<file path="config.mk">
export PLATFORM = sky130hd
export DESIGN_NAME = uart_cmd_bridge
export DESIGN_NICKNAME = d
export VERILOG_FILES = /design/src/rtl/ucb_pkg.sv /design/src/rtl/ucb_frame_asm.sv /design/src/rtl/ucb_reply_ser.sv /design/src/rtl/uart_cmd_bridge.sv
export SDC_FILE = /design/constraint.sdc
export NUM_CORES = 1
export LEC_CHECK = 0
export ABC_AREA = 1
export ABC_CLOCK_PERIOD_IN_PS = 1740
export BUFFER_PORTS_ARGS = -buffer_cell sky130_fd_sc_hd__buf_2
export CAP_MARGIN = 15
export CORE_UTILIZATION = 52
export CTS_BUF_LIST = sky130_fd_sc_hd__clkbuf_8 sky130_fd_sc_hd__clkbuf_16
export DETAILED_ROUTE_END_ITERATION = 7
export PLACE_DENSITY = 0.87
export SLEW_MARGIN = 20
export SYNTH_ARGS = -nofsm -noshare
export SYNTH_HDL_FRONTEND = slang
export SYNTH_SLANG_ARGS = --single-unit
</file>
<file path="constraint.sdc">
create_clock -name clk -period 1.74 [get_ports clk]
set_clock_uncertainty 0.2 [all_clocks]
set_input_delay 0.261 -clock clk [delete_from_list [all_inputs] [get_ports clk]]
set_output_delay 0.261 -clock clk [all_outputs]
set_load 0.01 [all_outputs]
</file>
<file path="src/rtl/ucb_pkg.sv">
package ucb_pkg;

    localparam int BYTE_W   = 8;
    localparam int DATA_W   = 32;
    localparam int FRAME_B  = 5;
    localparam int REPLY_B  = DATA_W / BYTE_W;
    localparam int RD_BIT   = 20;

    localparam logic [3:0] OP_SYNC  = 4'd0;
    localparam logic [3:0] OP_ACC   = 4'd1;
    localparam logic [3:0] OP_LOAD  = 4'd2;
    localparam logic [3:0] OP_FETCH = 4'd3;
    localparam logic [3:0] OP_AUX   = 4'd4;

    localparam logic [DATA_W-1:0] MAGIC_WORD = 32'hCAFE_BABE;

    typedef enum logic [2:0] {
        ST_IDLE,
        ST_DECODE,
        ST_WRITE,
        ST_READ,
        ST_REPLY,
        ST_DRAIN
    } ucb_state_e;

endpackage

</file>
<file path="src/rtl/ucb_frame_asm.sv">
module ucb_frame_asm #(
    parameter int TMO_CYCLES = 1024
) (
    input  logic        clk,
    input  logic        rst_n,
    input  logic        take_en,
    input  logic [7:0]  rx_data,
    input  logic        rx_valid,
    output logic        frm_valid,
    output logic [3:0]  frm_op,
    output logic [31:0] frm_pay
);
    import ucb_pkg::*;

    localparam int CNT_W = $clog2(FRAME_B);
    localparam int TMO_W = $clog2(TMO_CYCLES + 1);
    localparam logic [CNT_W-1:0] LAST_IDX = CNT_W'(FRAME_B - 1);
    localparam logic [TMO_W-1:0] TMO_LIM  = TMO_W'(TMO_CYCLES - 1);

    logic [CNT_W-1:0] cnt_q;
    logic [TMO_W-1:0] tmo_q;
    logic [3:0]       op_q;
    logic [23:0]      pay_sh_q;
    logic             accept;

    assign accept = rx_valid && take_en;

    always_ff @(posedge clk) begin
        if (!rst_n) begin
            cnt_q     <= '0;
            tmo_q     <= '0;
            op_q      <= '0;
            pay_sh_q  <= '0;
            frm_valid <= 1'b0;
            frm_op    <= '0;
            frm_pay   <= '0;
        end else begin
            frm_valid <= 1'b0;
            if (accept) begin
                tmo_q <= '0;
                if (cnt_q == '0 && rx_data == 8'h00) begin
                    frm_valid <= 1'b1;
                    frm_op    <= OP_SYNC;
                    frm_pay   <= '0;
                end else if (cnt_q == '0) begin
                    op_q  <= rx_data[7:4];
                    cnt_q <= cnt_q + 1'b1;
                end else if (cnt_q == LAST_IDX) begin
                    frm_valid <= 1'b1;
                    frm_op    <= op_q;
                    frm_pay   <= {pay_sh_q, rx_data};
                    cnt_q     <= '0;
                end else begin
                    pay_sh_q <= {pay_sh_q[15:0], rx_data};
                    cnt_q    <= cnt_q + 1'b1;
                end
            end else if (cnt_q != '0) begin
                if (tmo_q == TMO_LIM) begin
                    cnt_q <= '0;
                    tmo_q <= '0;
                end else begin
                    tmo_q <= tmo_q + 1'b1;
                end
            end else begin
                tmo_q <= '0;
            end
        end
    end

    a_r1_count_range: assert property (@(posedge clk) disable iff (!rst_n)
        cnt_q <= LAST_IDX);

    a_r3_lone_zero: assert property (@(posedge clk) disable iff (!rst_n)
        (accept && cnt_q == '0 && rx_data == 8'h00) |=>
        (frm_valid && frm_op == OP_SYNC && cnt_q == '0));

    a_r10_stale_drop: assert property (@(posedge clk) disable iff (!rst_n)
        (!accept && cnt_q != '0 && tmo_q == TMO_LIM) |=> (cnt_q == '0));

endmodule

</file>
<file path="src/rtl/ucb_reply_ser.sv">
module ucb_reply_ser #(
    parameter int NBYTES = 4
) (
    input  logic                  clk,
    input  logic                  rst_n,
    input  logic                  start,
    input  logic [NBYTES*8-1:0]   word,
    output logic                  busy,
    output logic [7:0]            tx_data,
    input  logic                  tx_ready,
    output logic                  tx_valid
);
    localparam int IDX_W = (NBYTES > 1) ? $clog2(NBYTES) : 1;
    localparam logic [IDX_W-1:0] LAST = IDX_W'(NBYTES - 1);

    logic [NBYTES*8-1:0] word_q;
    logic [IDX_W-1:0]    idx_q;

    assign tx_valid = busy;
    assign tx_data  = word_q[NBYTES*8-1 -: 8];

    always_ff @(posedge clk) begin
        if (!rst_n) begin
            word_q <= '0;
            idx_q  <= '0;
            busy   <= 1'b0;
        end else if (start && !busy) begin
            word_q <= word;
            idx_q  <= '0;
            busy   <= 1'b1;
        end else if (busy && tx_ready) begin
            word_q <= word_q << 8;
            idx_q  <= idx_q + 1'b1;
            if (idx_q == LAST) begin
                busy <= 1'b0;
            end
        end
    end

    a_r13_hold_byte: assert property (@(posedge clk) disable iff (!rst_n)
        (tx_valid && !tx_ready) |=> (tx_valid && $stable(tx_data)));

endmodule

</file>
<file path="src/rtl/uart_cmd_bridge.sv">
module uart_cmd_bridge #(
    parameter int ADDR_W     = 20,
    parameter int TMO_CYCLES = 1024
) (
    input  logic              clk,
    input  logic              rst_n,
    input  logic [7:0]        rx_data,
    input  logic              rx_valid,
    output logic              rx_ready,
    output logic [7:0]        tx_data,
    output logic              tx_valid,
    input  logic              tx_ready,
    output logic [ADDR_W-1:0] bus_addr,
    output logic [31:0]       bus_wdata,
    output logic              bus_we,
    output logic              bus_re,
    input  logic [31:0]       bus_rdata,
    output logic [31:0]       aux_ctrl
);
    import ucb_pkg::*;

    ucb_state_e          state_q;
    ucb_state_e          state_d;
    logic                frm_valid;
    logic [3:0]          frm_op;
    logic [31:0]         frm_pay;
    logic [3:0]          op_q;
    logic [31:0]         pay_q;
    logic [DATA_W-1:0]   latch_q;
    logic [DATA_W-1:0]   reply_q;
    logic                ser_start;
    logic                ser_busy;

    ucb_frame_asm #(
        .TMO_CYCLES (TMO_CYCLES)
    ) asm_i (
        .clk       (clk),
        .rst_n     (rst_n),
        .take_en   (rx_ready),
        .rx_data   (rx_data),
        .rx_valid  (rx_valid),
        .frm_valid (frm_valid),
        .frm_op    (frm_op),
        .frm_pay   (frm_pay)
    );

    ucb_reply_ser #(
        .NBYTES (REPLY_B)
    ) ser_i (
        .clk      (clk),
        .rst_n    (rst_n),
        .start    (ser_start),
        .word     (reply_q),
        .busy     (ser_busy),
        .tx_data  (tx_data),
        .tx_ready (tx_ready),
        .tx_valid (tx_valid)
    );

    // next-state logic
    always_comb begin
        state_d = state_q;
        unique case (state_q)
            ST_IDLE:   if (frm_valid) state_d = ST_DECODE;
            ST_DECODE: begin
                unique case (op_q)
                    OP_SYNC, OP_FETCH: state_d = ST_REPLY;
                    OP_ACC:            state_d = pay_q[RD_BIT] ? ST_READ : ST_WRITE;
                    default:           state_d = ST_IDLE;
                endcase
            end
            ST_WRITE:  state_d = ST_IDLE;
            ST_READ:   state_d = ST_IDLE;
            ST_REPLY:  state_d = ST_DRAIN;
            ST_DRAIN:  if (!ser_busy) state_d = ST_IDLE;
            default:   state_d = ST_IDLE;
        endcase
    end

    // state register
    always_ff @(posedge clk) begin
        if (!rst_n) state_q <= ST_IDLE;
        else        state_q <= state_d;
    end

    // outputs decoded from state
    always_comb begin
        rx_ready  = (state_q == ST_IDLE) && !frm_valid;
        bus_we    = (state_q == ST_WRITE);
        bus_re    = (state_q == ST_READ);
        ser_start = (state_q == ST_REPLY);
        bus_addr  = pay_q[ADDR_W-1:0];
        bus_wdata = latch_q;
    end

    // command and data registers
    always_ff @(posedge clk) begin
        if (!rst_n) begin
            op_q     <= '0;
            pay_q    <= '0;
            latch_q  <= '0;
            reply_q  <= '0;
            aux_ctrl <= '0;
        end else begin
            if (state_q == ST_IDLE && frm_valid) begin
                op_q  <= frm_op;
                pay_q <= frm_pay;
            end
            if (state_q == ST_DECODE) begin
                unique case (op_q)
                    OP_SYNC:  reply_q  <= MAGIC_WORD;
                    OP_FETCH: reply_q  <= latch_q;
                    OP_LOAD:  latch_q  <= pay_q;
                    OP_AUX:   aux_ctrl <= pay_q;
                    default:  ;
                endcase
            end
            if (state_q == ST_READ) begin
                latch_q <= bus_rdata;
            end
        end
    end

    a_r5_we_follows_decode: assert property (@(posedge clk) disable iff (!rst_n)
        bus_we |-> ($past(state_q) == ST_DECODE && !bus_re));

    a_r6_read_captured: assert property (@(posedge clk) disable iff (!rst_n)
        bus_re |=> (latch_q == $past(bus_rdata)));

    a_r6_single_strobe: assert property (@(posedge clk) disable iff (!rst_n)
        bus_re |=> !bus_re);

    a_r11_no_take_when_busy: assert property (@(posedge clk) disable iff (!rst_n)
        (state_q != ST_IDLE) |-> !rx_ready);

    a_r9_unknown_quiet: assert property (@(posedge clk) disable iff (!rst_n)
        (state_q == ST_DECODE && op_q > OP_AUX) |=>
        (state_q == ST_IDLE && !bus_we && !bus_re && !tx_valid));

endmodule

</file>
Word-level counts from Yosys, hierarchy flattened
Index checks and enable logic that the tools add are counted.
{"block": "word_totals", "regBits": 249, "latchBits": 0, "mem_bits_rw": 0, "mem_bits_ro": 0, "output_inout_bits": 96, "elab_cells": 103, "memories": 0}
{"block": "classes", "add_sub_neg": 3, "mul": 0, "n_div": 0, "magnitude_cmp": 0, "eq_ne": 16, "n_shift": 0, "muxes": 29, "bitwise_logic": 5, "reduce_logical": 34}
{"operator": "32-bit two-way mux", "n": 8}
{"operator": "32-bit case mux with 2 select lines", "n": 1}
{"operator": "3-bit two-way mux", "n": 8}
{"operator": "2-bit nonzero test", "n": 8}
{"operator": "4-bit two-way mux", "n": 3}
{"operator": "3-bit case mux with 4 select lines", "n": 1}
{"operator": "2-bit AND reduction", "n": 6}
{"operator": "11-bit by 1-bit adder with 11-bit output (second input constant)", "n": 1}
{"operator": "11-bit by 10-bit == test with 1-bit output (second input constant)", "n": 1}
{"operator": "3-bit == test (second input constant)", "n": 3}
{"operator": "3-bit AND reduction", "n": 3}
{"operator": "4-bit by 2-bit == test with 1-bit output (second input constant)", "n": 2}
{"operator": "8-bit logical NOT", "n": 1}
{"operator": "1-bit two-way mux", "n": 7}
{"operator": "3-bit by 2-bit == test with 1-bit output (second input constant)", "n": 2}
{"operator": "1-bit logical AND", "n": 6}
{"operator": "3-bit logical NOT", "n": 2}
{"operator": "2-bit inequality test (second input constant)", "n": 3}
{"operator": "3-bit case mux with 2 select lines", "n": 1}
{"operator": "1-bit inverter", "n": 5}
{"operator": "4-bit by 1-bit == test with 1-bit output (second input constant)", "n": 1}
{"operator": "4-bit by 3-bit == test with 1-bit output (second input constant)", "n": 1}
{"operator": "4-bit logical NOT", "n": 1}
{"operator": "4-bit AND reduction", "n": 1}
{"operator": "9 further kinds", "n": 11}

Logic depth before layout (Yosys ltp)
Gate-level depths: netlist of the first run.
{"block": "logic_depth", "ltp_word": 5, "mapped_depth": 11}

By module
A second synthesis of the first run with hierarchy kept.
{"block": "hier_totals", "hier_cells": 1450, "area_unflattened_um2": 11019.3}
{"mod": "uart_cmd_bridge", "instances": 1, "cells_each": 805, "area_per_inst_um2": 5810.6, "seq_area_each_um2": 2702.6}
{"mod": "ucb_frame_asm", "instances": 1, "cells_each": 392, "area_per_inst_um2": 3469.6, "seq_area_each_um2": 1581.5}
{"mod": "ucb_reply_ser", "instances": 1, "cells_each": 253, "area_per_inst_um2": 1739.2, "seq_area_each_um2": 700.7}

Least setup slack after synthesis of the first run
No wires, ideal clock.
{"block": "synth_path", "path_kind": "flip-flop to flip-flop", "from": "register asm_i.cnt_q[0]", "to": "register asm_i.frm_pay[20]", "setup_ns": 0.113, "arrival_ns": 1.488, "required_time_ns": 1.427, "slack_ns": -0.061, "path_stages_with_launch": 12, "synth_period_minus_slack_ns": 1.801, "path_cell_list": "dfxtp_1 -> inv_1 -> ha_1 -> inv_2 -> nor2_2 -> nand2_4 -> nand2_2 -> buf_4 -> buf_4 -> nand3_1 -> nand2_1 -> nor2_1"}
{"block": "synth_via", "elab_chain_cells": 4, "word_cells_on_any_way": 7, "cone_classes": "eq/ne (2); mux (1); reduce/logical (4)"}
{"element": "start, declared", "line": "ucb_frame_asm.sv:20", "text": "logic [CNT_W-1:0] cnt_q;"}
{"element": "start signal, assigned", "line": "ucb_frame_asm.sv:47", "text": "cnt_q <= cnt_q + 1'b1;"}
{"element": "start signal, assigned", "line": "ucb_frame_asm.sv:55", "text": "cnt_q <= cnt_q + 1'b1;"}
{"element": "3-bit logical NOT", "line": "ucb_frame_asm.sv:41, ucb_frame_asm.sv:45"}
{"element": "1-bit logical AND", "line": "ucb_frame_asm.sv:41", "text": "if (cnt_q == '0 && rx_data == 8'h00) begin"}
{"element": "2-bit inequality test (no source line) or 2-bit nonzero test (tied branches)"}
{"element": "3-bit AND reduction (no source line)"}
{"element": "end signal, assigned", "line": "ucb_frame_asm.sv:51", "text": "frm_pay <= {pay_sh_q, rx_data};"}
{"element": "end, declared", "line": "ucb_frame_asm.sv:11", "text": "output logic [31:0] frm_pay"}
Several ways; a longest one is shown, not always the timed one.
A chain may end at the register's enable or synchronous reset.

Worst setup path after layout of the first run
{"block": "layout_path", "from": "register state_q[0]", "to": "output bus_re"}
{"block": "layout_via", "elab_chain_cells": 1}
{"element": "start, declared", "line": "uart_cmd_bridge.sv:22", "text": "ucb_state_e state_q;"}
{"element": "start signal, assigned", "line": "uart_cmd_bridge.sv:83", "text": "else state_q <= state_d;"}
{"element": "3-bit by 2-bit == test with 1-bit output", "line": "uart_cmd_bridge.sv:90", "text": "bus_re = (state_q == ST_READ);"}
{"element": "end, declared", "line": "uart_cmd_bridge.sv:16", "text": "output logic bus_re,"}
Every way passes these cells.

==> metrics.txt, run 1 <==
Setup-failing EPs final 89; syn nets 1,394; post-route minimum period 1.92 ns; Synth Warn # 0; Std-Cell Rows 50; latest clock arrival within the worst-skew pair 0.53 ns; Final Hold Vio Count 0; Post-Synth Adder-Cell Area 0.00500; post-synthesis sequential area ratio 0.498; die span in x 141 um; DR WL/cell 19.6 um; Unique masters post-synth 34; mapped cell area 10,000 sq um; mux cell area share after synthesis 0; ratio of final minimum period to clock period 1.10; CP endpoint kind output pin; crit path cell chain buf_6 > inv_4 > nor2_4 > nand2_2 > buf_8 > inv_4 > buf_6; Slew @ Worst Pin about 0.43 ns; worst-path maximum fanout 2; Met3 Wirelength 3.05 mm; Core Box Area between 15,000 and 20,000 sq um; global-route wire length before repair between 40 and 50 mm; htree depth 1; clock buffer depth 3; Max VDD drop 0.931 mV; crit path kind reg2out; die height about 140 um; Die Footprint between 15,000 and 20,000 sq um; commonest non-fill, non-tap cells in the layout dfxtp_1, nand2_1, nor2_1; CTS Sinks 249; Synth Area in Simple Gates 0.224; crit path buf inv count 5; vias in the first global route around 9,600; I/O pin count 140; worst setup margin -0.175 ns; Power Density 1430 nW/um^2; slowest stage cell, crit path dfxtp_2; crit-path max cell delay 0.36 ns; ant diodes 0; unrepaired setup endpoints after global routing yes; hold slack 0.250 ns; Startpoint Class register; Slew Viols, Final 0; status complete, but fails checks; Max-slew headroom 0.713; Critical Path RT 1.28 ns; Antenna Nets Post-Route 0; DR vias 10,700; failing checks negative setup slack; Hold Path Class reg2reg; GPL Wtd Cong roughly 0.9; Avg Cell Area, Syn ~7.4 sq um; Congestion Overflow GR 0; vias per inst approximately 6.0; Layout Nets 1,586; fin util 0.730; # Max-Cap Violations 0; commonest non-fill, non-tap cell in the layout dfxtp_1; share of cells above drive strength 1 0.276; Global Route Usage Sum 0.283; met1 WL 12.5 mm; DR iter-0 viols 1,331; Mapped Cells 1,346; Fmax achieved 522 MHz; clk slew on worst S/H paths 0.07 ns; Num CTS Buffers 26; pin count of the biggest net entering global routing 56; I/O Buffers 139; WP data arrival 1.45 ns; First-pass DRT Iterations 7; CTS tree yes; compound-gate portion of the synthesized area 0.168; CP delay by family, top buffers and inverters; drt total wl 35.2 mm; met2 wire length 16.9 mm; initial antenna violation count 0; Synth Area in XOR/XNOR 0.00525; Remaining DRCs 0; P_leak just under 6 nW; DP Wirelength ~17 mm; Yosys reg bits 249; Syn-to-layout area delta 36.9%; DR top layer met4; main combinational cell family by area after synthesis simple AND/OR/NAND/NOR gates; CTS Root Cell clkbuf_16; Initial Util 0.533
-- sequential cells by signal, indices dropped and copies added, names as in the netlist --
| name | cells |
|---|---|
| bus_wdata | 32 |
| asm_i.frm_valid | 1 |
| asm_i.cnt_q | 3 |
| ser_i.idx_q | 2 |
| pay_q | 32 |
| asm_i.pay_sh_q | 24 |
| asm_i.op_q | 4 |
| ser_i.busy | 1 |
| ser_i.word_q | 32 |
| op_q | 4 |
| asm_i.tmo_q | 11 |
| state_q | 3 |
| aux_ctrl | 32 |
| reply_q | 32 |
| asm_i.frm_op | 4 |
| asm_i.frm_pay | 32 |
-- worst min-delay path, delay by kind of cell, from the launching register on --
family,cells,cell delay (ns)
DFF,1,0.31
buffers and inverters,1,0.05
AOI/OAI and AO/OA,1,0.05
-- kinds of logic after synthesis --
| kind of cell | after synthesis |
|---|---|
| simple gates | 538 |
| compound gates | 331 |
| flops | 249 |
| buf+inv | 218 |
| xor+xnor | 6 |
| fa+ha+maj | 4 |
-- what timing repair did --
item                                    4_1_cts  5_1_grt
endpoints found under the hold margin        59        0
endpoints found under the setup margin       17      202
pin swaps                                     4       53
hold buffers                                 43        0
buffers inserted                             11       18
gates cloned                                  3       17
gates resized for setup                      32      250
-- Yosys cell counts (all sizes together) --
library cell	instances	area share
clkinv	1	0.00037
o22ai	1	0.00063
nor3b	4	0.0030
inv	103	0.039
dfxtp	249	0.50
nor3	6	0.0035
nand2	231	0.088
o21ai	174	0.087
nand3b	21	0.016
xnor2	2	0.0018
ha	4	0.0050
clkbuf	47	0.018
xor2	4	0.0035
a211oi	1	0.00075
buf	67	0.042
nor4	1	0.00063
a21boi	1	0.00075
nor2	221	0.085
nand4	2	0.0013
a21oi	144	0.072
nand3	52	0.027
a31oi	10	0.0063
-- worst paths after layout --
path,to,from,slack (ns),cells past startpoint
min reg2reg,reply_q[7],reply_q[7],0.25,2
min,reply_q[7],reply_q[7],0.25,2
max,bus_re,state_q[0],-0.18,7
max reg2reg,asm_i.pay_sh_q[4],state_q[2],-0.16,9
-- routing by layer --
metal	global-route usage	vias up
li1	-	4716
met1	0.337	4963
met2	0.486	784
met3	0.0452	270
met4	0.162	0
met5	0	-
-- metrics by stage --
step	setup WS (ns)	cell area [sq um]	TNS (ns)	instances	power [mW]
final	-0.175	13700	-6.57	1792	19.6
after detailed placement	-0.00697	11000	-0.0139	1658	11.2
after floorplan	0.0351	10000	0	1346	9.90
after global placement	0.0617	11000	0	1658	11.1
after global routing	-0.211	13700	-12.11	1792	20.2
after CTS	-0.164	12600	-0.538	1761	17.1
-- power by group --
part | internal [mW] | switching [mW]
combinational | 2.63 | 3.83
sequential | 6.65 | 0.785
clock | 3.30 | 2.37
total | 12.6 | 6.98
-- layout make-up --
cell class	instances	area, sq um
fill	1135	5070
sequential	249	5000
multi-input combinational	880	4680
timing repair buffer	275	2420
clock buffer	35	786
inverter	104	420
tap	234	293
clock inverter	13	88.8
timing repair inverter	2	12.5
Note: power is estimated with default switching activity, not from simulation.
==> inputs of run 2 (changes only) <==
- PLACE_DENSITY: 0.87 -> 0.76
==> metrics.txt, run 2 (synthesis results as in run 1) <==
post-route cell area 13,400 sq um (was 13,700 sq um); DR vias 9,647 (was 10,700); crit path buf inv count 3 (was 5); die span in x 141 um (unchanged); Initial Util 0.533 (unchanged); worst-path maximum fanout 7 (was 2); crit path cell chain inv_2 > ha_4 > inv_4 > nor2_4 > nand2_4 > a21oi_4 > clkbuf_16 > nor2_2 > nor2_1 (was buf_6 > inv_4 > nor2_4 > nand2_2 > buf_8 > inv_4 > buf_6); CTS tree yes (unchanged); # Max-Cap Violations 0 (unchanged); DR WL/cell 16.2 um (was 19.6 um); Slew @ Worst Pin 0.433 ns (was 0.425 ns); Max VDD drop 0.900 mV (was 0.931 mV); Layout Nets 1,567 (was 1,586); CP delay by family, top simple AND/OR/NAND/NOR gates (was buffers and inverters); pin count of the biggest net entering global routing 79 (was 56); hold slack -0.00473 ns (was 0.250 ns); CTS Root Cell clkbuf_16 (unchanged); Num CTS Buffers 26 (unchanged); DP Wirelength 16.9 mm (was 17.5 mm); Die Footprint 19,800 sq um (unchanged); P_leak 5.77 nW (was 5.89 nW); Setup-failing EPs final 59 (was 89); Global Route Usage Sum 0.256 (was 0.283); latest clock arrival within the worst-skew pair 0.53 ns (about the same); status complete, but fails checks (unchanged); crit-path max cell delay 0.32 ns (was 0.36 ns); GPL Wtd Cong 0.851 (was 0.903); Antenna Nets Post-Route 0 (unchanged); share of cells above drive strength 1 0.264 (was 0.276); commonest non-fill, non-tap cells in the layout dfxtp_1, nand2_1, nor2_1 (unchanged); failing checks negative hold slack, negative setup slack (was negative setup slack); Remaining DRCs 0 (unchanged); Final Hold Vio Count 1 (was 0); Congestion Overflow GR 0 (unchanged); ant diodes 0 (unchanged); clock buffer depth 3 (unchanged); slowest stage cell, crit path dfxtp_2 (unchanged); Max-slew headroom 0.711 (was 0.713); ratio of final minimum period to clock period 1.07 (was 1.10); Slew Viols, Final 0 (unchanged); htree depth 1 (unchanged); unrepaired setup endpoints after global routing yes (unchanged); CTS Sinks 249 (unchanged); drt total wl 28.8 mm (was 35.2 mm); post-route minimum period 1.87 ns (was 1.92 ns); Hold Path Class in2reg (was reg2reg); I/O Buffers 139 (unchanged); global-route wire length before repair 41.3 mm (was 45.6 mm); placed inst area 10,900 sq um (was 11,000 sq um); Core Box Area 18,800 sq um (unchanged); CP endpoint kind register (was output pin); Startpoint Class register (unchanged); I/O pin count 140 (unchanged); Std-Cell Rows 50 (unchanged); Fmax achieved 535 MHz (was 522 MHz); worst setup margin -0.128 ns (was -0.175 ns); vias in the first global route 8,574 (was 9,587); Critical Path RT 1.99 ns (was 1.28 ns); die height 141 um (unchanged); clk slew on worst S/H paths 0.06 ns (was 0.07 ns); Power Density 1400 nW/um^2 (was 1430 nW/um^2); First-pass DRT Iterations 5 (was 7); crit path kind reg2reg (was reg2out); vias per inst 5.44 (was 5.99); fill count 1,316 (was 1,135); Syn-to-layout area delta 34.3% (was 36.9%); DR iter-0 viols 807 (was 1,331); initial antenna violation count 0 (unchanged); commonest non-fill, non-tap cell in the layout dfxtp_1 (unchanged); WP data arrival 2.12 ns (was 1.45 ns)
==> run 2: cell count changes in the layout (fill, tap and decap cells not counted), sizes merged, moves of 2 or more <==
cell	change
buf	-13
clkinvlp	-2
bufinv	+2
dlygate4sd3	-2
clkinv	+3
clkbuf	-8
==> run 2: final timing paths <==
kind / startpoint / end / slack, ns / cells after the start
worst max-delay path: asm_i.cnt_q[0] / asm_i.frm_pay[6] / -0.13 / 9
worst min-delay path: rx_data[4] / asm_i.op_q[0] / -0.005 / 3
worst max register to register: asm_i.cnt_q[0] / asm_i.frm_pay[6] / -0.13 / 9
worst min register to register: reply_q[2] / reply_q[2] / 0.25 / 2
==> run 2: power by group <==
part           total, mW  switching [mW]  internal [mW]  leakage (nW)
Clock               5.62            2.25           3.37         0.467
Sequential          7.39           0.735           6.65          2.02
Combinational       5.84            3.45           2.40          3.28
==> run 2: layer usage <==
layer	routed length, um	vias to the layer above	GRT usage
met5	0	-	0
met4	1100	0	0.0932
met3	1720	86	0.0313
met2	14300	380	0.440
met1	11700	4508	0.331
li1	-	4673	-
==> run 2: through the flow <==
stage	setup WS [ns]	utilization	TNS [ns]	cells	power, mW
after floorplan	0.0351	-	0	1346	9.90
after global placement	0.0344	0.582	0	1654	11.0
after detailed placement	-0.0325	0.582	-0.166	1654	11.2
after CTS	-0.105	0.661	-0.473	1752	17.1
after global routing	-0.203	0.716	-9.02	1773	19.7
final	-0.128	0.716	-3.93	1773	18.9
==> run 2: layout make-up <==
class                      count  area [sq um]  area share
tap                          234           293      0.0218
timing repair inverter         1          6.26    0.000465
clock buffer                  30           717      0.0533
timing repair buffer         257          2170       0.161
sequential                   249          5000       0.372
inverter                     104           423      0.0315
clock inverter                18           159      0.0118
multi-input combinational    880          4670       0.348
==> run 2: tightest hold or removal path: stages <==
cell and delay, ns:
dlymetal6s4s_1 0.27, o21ai_2 0.08, nor2_1 0.07
==> run 2: what timing repair did <==
action,4_1_cts,5_1_grt
hold buffers,41,1
resized for setup,31,229
setup buffers,8,13
pin swaps,4,53
endpoints found under the hold margin,58,1
gates cloned,2,13
endpoints found under the setup margin,60,170
